`config.mk`:
```
export PLATFORM = sky130hd
export DESIGN_NAME = pll_mode_seq
export DESIGN_NICKNAME = d
export VERILOG_FILES = /design/src/rtl/pll_seq_pkg.sv /design/src/rtl/pll_seq_timer.sv /design/src/rtl/pll_lband.sv /design/src/rtl/pll_seq_fsm.sv /design/src/rtl/pll_mode_seq.sv
export SDC_FILE = /design/constraint.sdc
export NUM_CORES = 1
export LEC_CHECK = 0
export ABC_CLOCK_PERIOD_IN_PS = 2500
export BUFFER_PORTS_ARGS = -buffer_cell sky130_fd_sc_hd__buf_4
export CAP_MARGIN = 20
export CORE_UTILIZATION = 40
export DETAILED_ROUTE_END_ITERATION = 10
export GPL_TIMING_DRIVEN = 0
export PLACE_DENSITY = 0.65
export SYNTH_ARGS = -nofsm -noshare
export SYNTH_HDL_FRONTEND = slang
export SYNTH_SLANG_ARGS = --single-unit
```
`constraint.sdc`:
```
create_clock -name clk_i -period 2.5 [get_ports clk_i]
set_input_delay 0.375 -clock clk_i [delete_from_list [all_inputs] [get_ports clk_i]]
set_output_delay 0.375 -clock clk_i [all_outputs]
set_load 0.01 [all_outputs]
```
`src/rtl/pll_seq_pkg.sv`:
```
package pll_seq_pkg;
  typedef enum logic [1:0] {ST_OFF, ST_GAP, ST_WAIT, ST_ON} seq_st_e;

  localparam logic [2:0] MODE_OFF   = 3'b000;
  localparam logic [2:0] MODE_NOBYP = 3'b010;
  localparam logic [2:0] MODE_RUN   = 3'b110;
  localparam logic [2:0] MODE_OUT   = 3'b111;

  function automatic logic [2:0] mode_of(seq_st_e s);
    case (s)
      ST_GAP:  return MODE_NOBYP;
      ST_WAIT: return MODE_RUN;
      ST_ON:   return MODE_OUT;
      default: return MODE_OFF;
    endcase
  endfunction
endpackage

```
`src/rtl/pll_seq_timer.sv`:
```
module pll_seq_timer #(
  parameter int CNT_W = 8
) (
  input  logic             clk_i,
  input  logic             rst_ni,
  input  logic             clr_i,
  output logic [CNT_W-1:0] cnt_o
);
  logic [CNT_W-1:0] cnt_q;

  always_ff @(posedge clk_i or negedge rst_ni) begin
    if (!rst_ni)              cnt_q <= '0;
    else if (clr_i)           cnt_q <= '0;
    else if (cnt_q != '1)     cnt_q <= cnt_q + 1'b1;
  end

  assign cnt_o = cnt_q;
endmodule

```
`src/rtl/pll_lband.sv`:
```
module pll_lband #(
  parameter int L_W     = 8,
  parameter int LOW_MAX = 40
) (
  input  logic           clk_i,
  input  logic           rst_ni,
  input  logic           load_i,
  input  logic [L_W-1:0] l_i,
  output logic [L_W-1:0] l_o,
  output logic           vco_hi_o
);
  logic [L_W-1:0] l_q;
  logic           hi_q;

  always_ff @(posedge clk_i or negedge rst_ni) begin
    if (!rst_ni) begin
      l_q  <= '0;
      hi_q <= 1'b0;
    end else if (load_i) begin
      l_q  <= l_i;
      hi_q <= (l_i > L_W'(LOW_MAX));
    end
  end

  assign l_o      = l_q;
  assign vco_hi_o = hi_q;
endmodule

```
`src/rtl/pll_seq_fsm.sv`:
```
module pll_seq_fsm
  import pll_seq_pkg::*;
#(
  parameter bit HAS_LOCK = 1'b1,
  parameter int GAP_CYC  = 40,
  parameter int WAIT_CYC = 240,
  parameter int TMO_CYC  = 400,
  parameter int CNT_W    = 9
) (
  input  logic             clk_i,
  input  logic             rst_ni,
  input  logic             en_req_i,
  input  logic             dis_req_i,
  input  logic             lock_i,
  input  logic [CNT_W-1:0] cnt_i,
  output logic             cnt_clr_o,
  output logic             load_o,
  output logic [2:0]       mode_o,
  output logic             busy_o,
  output logic             done_o,
  output logic             err_o
);
  seq_st_e st_q, st_n;
  logic    done_q, err_q;
  logic    wait_ok, wait_fail, fail_evt;

  generate
    if (HAS_LOCK) begin : g_poll
      assign wait_ok   = lock_i;
      assign wait_fail = (cnt_i == CNT_W'(TMO_CYC - 1));
    end else begin : g_fixed
      logic unused_lock;
      assign unused_lock = lock_i;
      assign wait_ok     = (cnt_i == CNT_W'(WAIT_CYC - 1));
      assign wait_fail   = 1'b0;
    end
  endgenerate

  always_comb begin
    st_n     = st_q;
    load_o   = 1'b0;
    fail_evt = 1'b0;
    if (dis_req_i) begin
      st_n = ST_OFF;
    end else begin
      case (st_q)
        ST_OFF: if (en_req_i) begin
          st_n   = ST_GAP;
          load_o = 1'b1;
        end
        ST_GAP: if (cnt_i == CNT_W'(GAP_CYC - 1)) st_n = ST_WAIT;
        ST_WAIT: begin
          if (wait_ok) st_n = ST_ON;
          else if (wait_fail) begin
            st_n     = ST_OFF;
            fail_evt = 1'b1;
          end
        end
        default: st_n = st_q;
      endcase
    end
  end

  // restart the shared timer on every phase change
  assign cnt_clr_o = (st_n != st_q);

  always_ff @(posedge clk_i or negedge rst_ni) begin
    if (!rst_ni) begin
      st_q   <= ST_OFF;
      done_q <= 1'b0;
      err_q  <= 1'b0;
    end else begin
      st_q   <= st_n;
      done_q <= (st_q == ST_WAIT) && (st_n == ST_ON);
      if (load_o)        err_q <= 1'b0;
      else if (fail_evt) err_q <= 1'b1;
    end
  end

  assign mode_o = mode_of(st_q);
  assign busy_o = (st_q == ST_GAP) || (st_q == ST_WAIT);
  assign done_o = done_q;
  assign err_o  = err_q;
endmodule

```
`src/rtl/pll_mode_seq.sv`:
```
module pll_mode_seq #(
  parameter int TICK_CYC      = 4,
  parameter int GAP_US        = 10,
  parameter int FIX_WAIT_US   = 60,
  parameter int LOCK_TMO_US   = 100,
  parameter int L_W           = 8,
  parameter int LOW_VCO_L_MAX = 40,
  parameter bit HAS_LOCK_STAT = 1'b1
) (
  input  logic           clk_i,
  input  logic           rst_ni,
  input  logic           en_req_i,
  input  logic           dis_req_i,
  input  logic [L_W-1:0] l_val_i,
  input  logic           lock_i,
  output logic [2:0]     mode_o,
  output logic [L_W-1:0] l_cfg_o,
  output logic           vco_hi_o,
  output logic           busy_o,
  output logic           done_o,
  output logic           err_o
);
  localparam int GAP_CYC  = GAP_US * TICK_CYC;
  localparam int WAIT_CYC = FIX_WAIT_US * TICK_CYC;
  localparam int TMO_CYC  = LOCK_TMO_US * TICK_CYC;
  localparam int MAX_A    = (GAP_CYC > WAIT_CYC) ? GAP_CYC : WAIT_CYC;
  localparam int MAX_CYC  = (MAX_A > TMO_CYC) ? MAX_A : TMO_CYC;
  localparam int CNT_W    = $clog2(MAX_CYC + 1);

  logic [CNT_W-1:0] cnt;
  logic             cnt_clr, load;

  pll_seq_timer #(.CNT_W(CNT_W)) u_timer (
    .clk_i (clk_i),
    .rst_ni(rst_ni),
    .clr_i (cnt_clr),
    .cnt_o (cnt)
  );

  pll_lband #(.L_W(L_W), .LOW_MAX(LOW_VCO_L_MAX)) u_lband (
    .clk_i   (clk_i),
    .rst_ni  (rst_ni),
    .load_i  (load),
    .l_i     (l_val_i),
    .l_o     (l_cfg_o),
    .vco_hi_o(vco_hi_o)
  );

  pll_seq_fsm #(
    .HAS_LOCK(HAS_LOCK_STAT),
    .GAP_CYC (GAP_CYC),
    .WAIT_CYC(WAIT_CYC),
    .TMO_CYC (TMO_CYC),
    .CNT_W   (CNT_W)
  ) u_fsm (
    .clk_i    (clk_i),
    .rst_ni   (rst_ni),
    .en_req_i (en_req_i),
    .dis_req_i(dis_req_i),
    .lock_i   (lock_i),
    .cnt_i    (cnt),
    .cnt_clr_o(cnt_clr),
    .load_o   (load),
    .mode_o   (mode_o),
    .busy_o   (busy_o),
    .done_o   (done_o),
    .err_o    (err_o)
  );
endmodule

```
==> run metrics <==
area grow syn2layout 25.4%; DR WL/cell 12.7 um; clock sink total 22; Hold Crit Class input pin to flop; Worst R2R Start u_fsm.st_q[1]; Setup Total Neg Slack 0 ns; worst-path cell chain inv_1, ha_1, and3b_1, or3b_1, o311a_4, o21ai_4, a21oi_1; Final Cycle Share 94.1%; hold path cells 2; Synth Warn # 0; die area 0.00341 sq mm; HPWL after DPL 1970 um; Hold Vio Cnt, Final 0; drt first pass iters 4; vias in the first global route roughly 1000; Worst setup EP type flop; I/O pin total 28; Die Ht 58.4 um; CP Launch Type flop; clock latency at the later pin of the worst-skew pair 0.30 ns; Total GRT Usage between 15 and 20%; fillers 297; maximum vdd drop slightly below 0.0004 V; first-pass GRT wire length 4400 um; RSZ-0062 raised after global routing no; Final Max Slew Viols 0; count of cell types in the netlist 38; Hold Path End u_fsm.st_q[0]; Worst R2R Path Depth 7; hold path startpoint dis_req_i; layout cells sized above 1 around a quarter; core area approximately 0.0030 sq mm; R2R Path End u_timer.cnt_o[7]; clock skew 0.00554 ns; initial antenna violation count 0; count of input and output buffers 27; Synth top area share 43.3%; fmax approximately 430 MHz; pwr dens 607 mW/mm^2; Avg Vias per Cell 5.16; Routed Antenna Nets 0; worst reg2reg setup slack 0.15 ns; max-cap violations 0; Root Buffer Master clkbuf_4; Setup Viol. Count Final 0; syn nets 143; worst slew pin tran 0.523 ns; CTS Buffer Depth 2; CP peak stage delay ~0.47 ns; initial core utilization 42.0%; cell taking the most area after synthesis dfrtp_1; arrival time of the worst setup path 2.54 ns; CTS buffer count 3; Setup CP Type flop to flop; Synth area leaders dfrtp_1 (43%), ha_1 (5.9%), a21oi_1 (5.1%); Worst EP required 2.68 ns; flops & latches, synth 22; Die W 58.4 um; CP top delay family compound AO/OA/AOI/OAI gates; final non-filler cell total 200; 1st-iter DRT viols 25; DRC 0; TritonCTS clock tree done; largest net degree at the start of global routing 23; Slew HR ~65%; H-Tree Depth 1; RD Place Congestion between 0.7 and 0.8; FP Rows 20; sequential share of the synthesized area 43.3%; Mapped Area 0.00127 sq mm; EDFF count, synth 0; worst-path fanout max 9; min Tclk post-route between 2 and 2.5 ns; global route overflow 0; CP bufs+invs 1; Synth Instances roughly 120; dpl cells between 150 and 200; slowest cell on the critical path dfrtp_2; ANT cells 0; setup bufs post-CTS 0; Post-synth ARST share 100%; status finished clean; clock slew at reported path FFs 0.12 ns; nets@finish 176; static leakage 0.000723 uW; Avg Cell Area, Syn 10.3 sq um; vias roughly 1000; final wirelength around 2500 um; Synth Flop Type dfrtp_1
-- registers in the layout, indices dropped and copies added (netlist names) --
signal / cells
u_fsm.st_q: 2
u_lband.l_o: 8
u_fsm.done_o: 1
u_fsm.err_o: 1
u_timer.cnt_o: 9
u_lband.vco_hi_o: 1
-- cells by family (layout without fill, tap and decap cells) --
kind of cell,after synthesis,in the layout,synth area share (%)
buf+inv,9,41,2.65
fa+ha+maj,6,6,5.90
mux,8,8,6.88
compound gates,32,32,18.9
flops,22,22,43.3
xor+xnor,7,7,4.82
simple gates,40,40,17.6
-- worst max path at each step --
| stage | start | endpoint | cells past startpoint |
|---|---|---|---|
| finish | u_fsm.st_q[1] | u_timer.cnt_o[7] | 7 |
| global route | u_fsm.st_q[1] | u_timer.cnt_o[7] | 7 |
| CTS | u_fsm.st_q[1] | u_timer.cnt_o[7] | 7 |
| detailed placement | u_fsm.st_q[1] | u_timer.cnt_o[7] | 7 |
| global placement | u_fsm.st_q[1] | u_timer.cnt_o[8] | 7 |
| floorplan | u_fsm.st_q[1] | u_timer.cnt_o[0] | 7 |
-- power by group --
| part | switching (uW) | internal (uW) | leakage [uW] | total, uW |
|---|---|---|---|---|
| combinational | 136 | 128 | 0.000416 | 264 |
| sequential | 29.4 | 408 | 0.000279 | 438 |
| clock | 106 | 162 | 0.0000279 | 268 |
| total | 271 | 698 | 0.000723 | 969 |
-- metal layers --
layer	part of all wire, %	vias up	global-route usage (%)
li1	-	509	-
met1	45	497	20.3
met2	50	23	29.6
met3	4.6	2	1.98
met4	0.31	0	6.12
met5	0	-	0
-- cells in the mapped netlist (3+ instances only) --
library cell and count:
dfrtp_1 22, a21oi_1 13, nand2_1 11, nor2_1 10, ha_1 6, inv_1 5, clkbuf_1 4, mux2_2 4
xor2_1 4, a21boi_0 3, nand3_1 3, nor3b_1 3, o31a_1 3, xnor2_1 3
-- cells in the final DEF, fill, tap and decap left out, drive strengths merged, types with 3 or more instances in the layout --
cell type / netlist / routed
o21ai: 4 / 4
mux2: 6 / 6
o31a: 3 / 3
dfrtp: 22 / 22
xnor2: 3 / 3
nor3b: 3 / 3
a21boi: 4 / 4
a21oi: 13 / 13
nand2: 11 / 11
ha: 6 / 6
nor2: 10 / 10
nand3: 3 / 3
inv: 5 / 5
clkbuf: 4 / 7
xor2: 4 / 4
buf: 0 / 27
-- area by class of cell --
type / count / area [sq um] / area share, %
plain buffers: 4 / 15.0 / 0.941
clock buffers: 3 / 22.5 / 1.41
clock inverters: 1 / 30.0 / 1.88
inverters: 5 / 18.8 / 1.18
multi-input cells: 93 / 688 / 43.1
flip-flops and latches: 22 / 553 / 34.7
well taps: 44 / 55.1 / 3.45
repair buffers: 28 / 213 / 13.3
-- through the flow --
step	worst slack, ns	utilization, %	hold WS, ns	cell area (sq um)	power, uW
2_1_floorplan	0.360	-	0.0794	1270	600
3_3_place_gp	0.128	50.5	0.277	1530	699
3_5_place_dp	0.0866	50.5	0.279	1530	709
4_1_cts	0.0593	52.6	0.248	1590	980
5_1_grt	0.0380	52.7	0.251	1600	1030
6_report	0.148	52.7	0.259	1600	969
-- worst reg2reg max path, delay by kind of cell, from the launching register on --
| kind | cells | cell delay, ns |
|---|---|---|
| AO/OA/AOI/OAI | 3 | 0.78 |
| AND/OR/NAND/NOR | 2 | 0.59 |
| flip-flops | 1 | 0.47 |
| adder cells (fa/ha/maj) | 1 | 0.27 |
| buffers and inverters | 1 | 0.11 |
-- timing repair --
action	CTS	global route
hold buffers	1	0
resized for setup	0	2
setup endpoints to repair	0	9
endpoints found under the hold margin	22	0
Power figures use the tool's default switching activity.
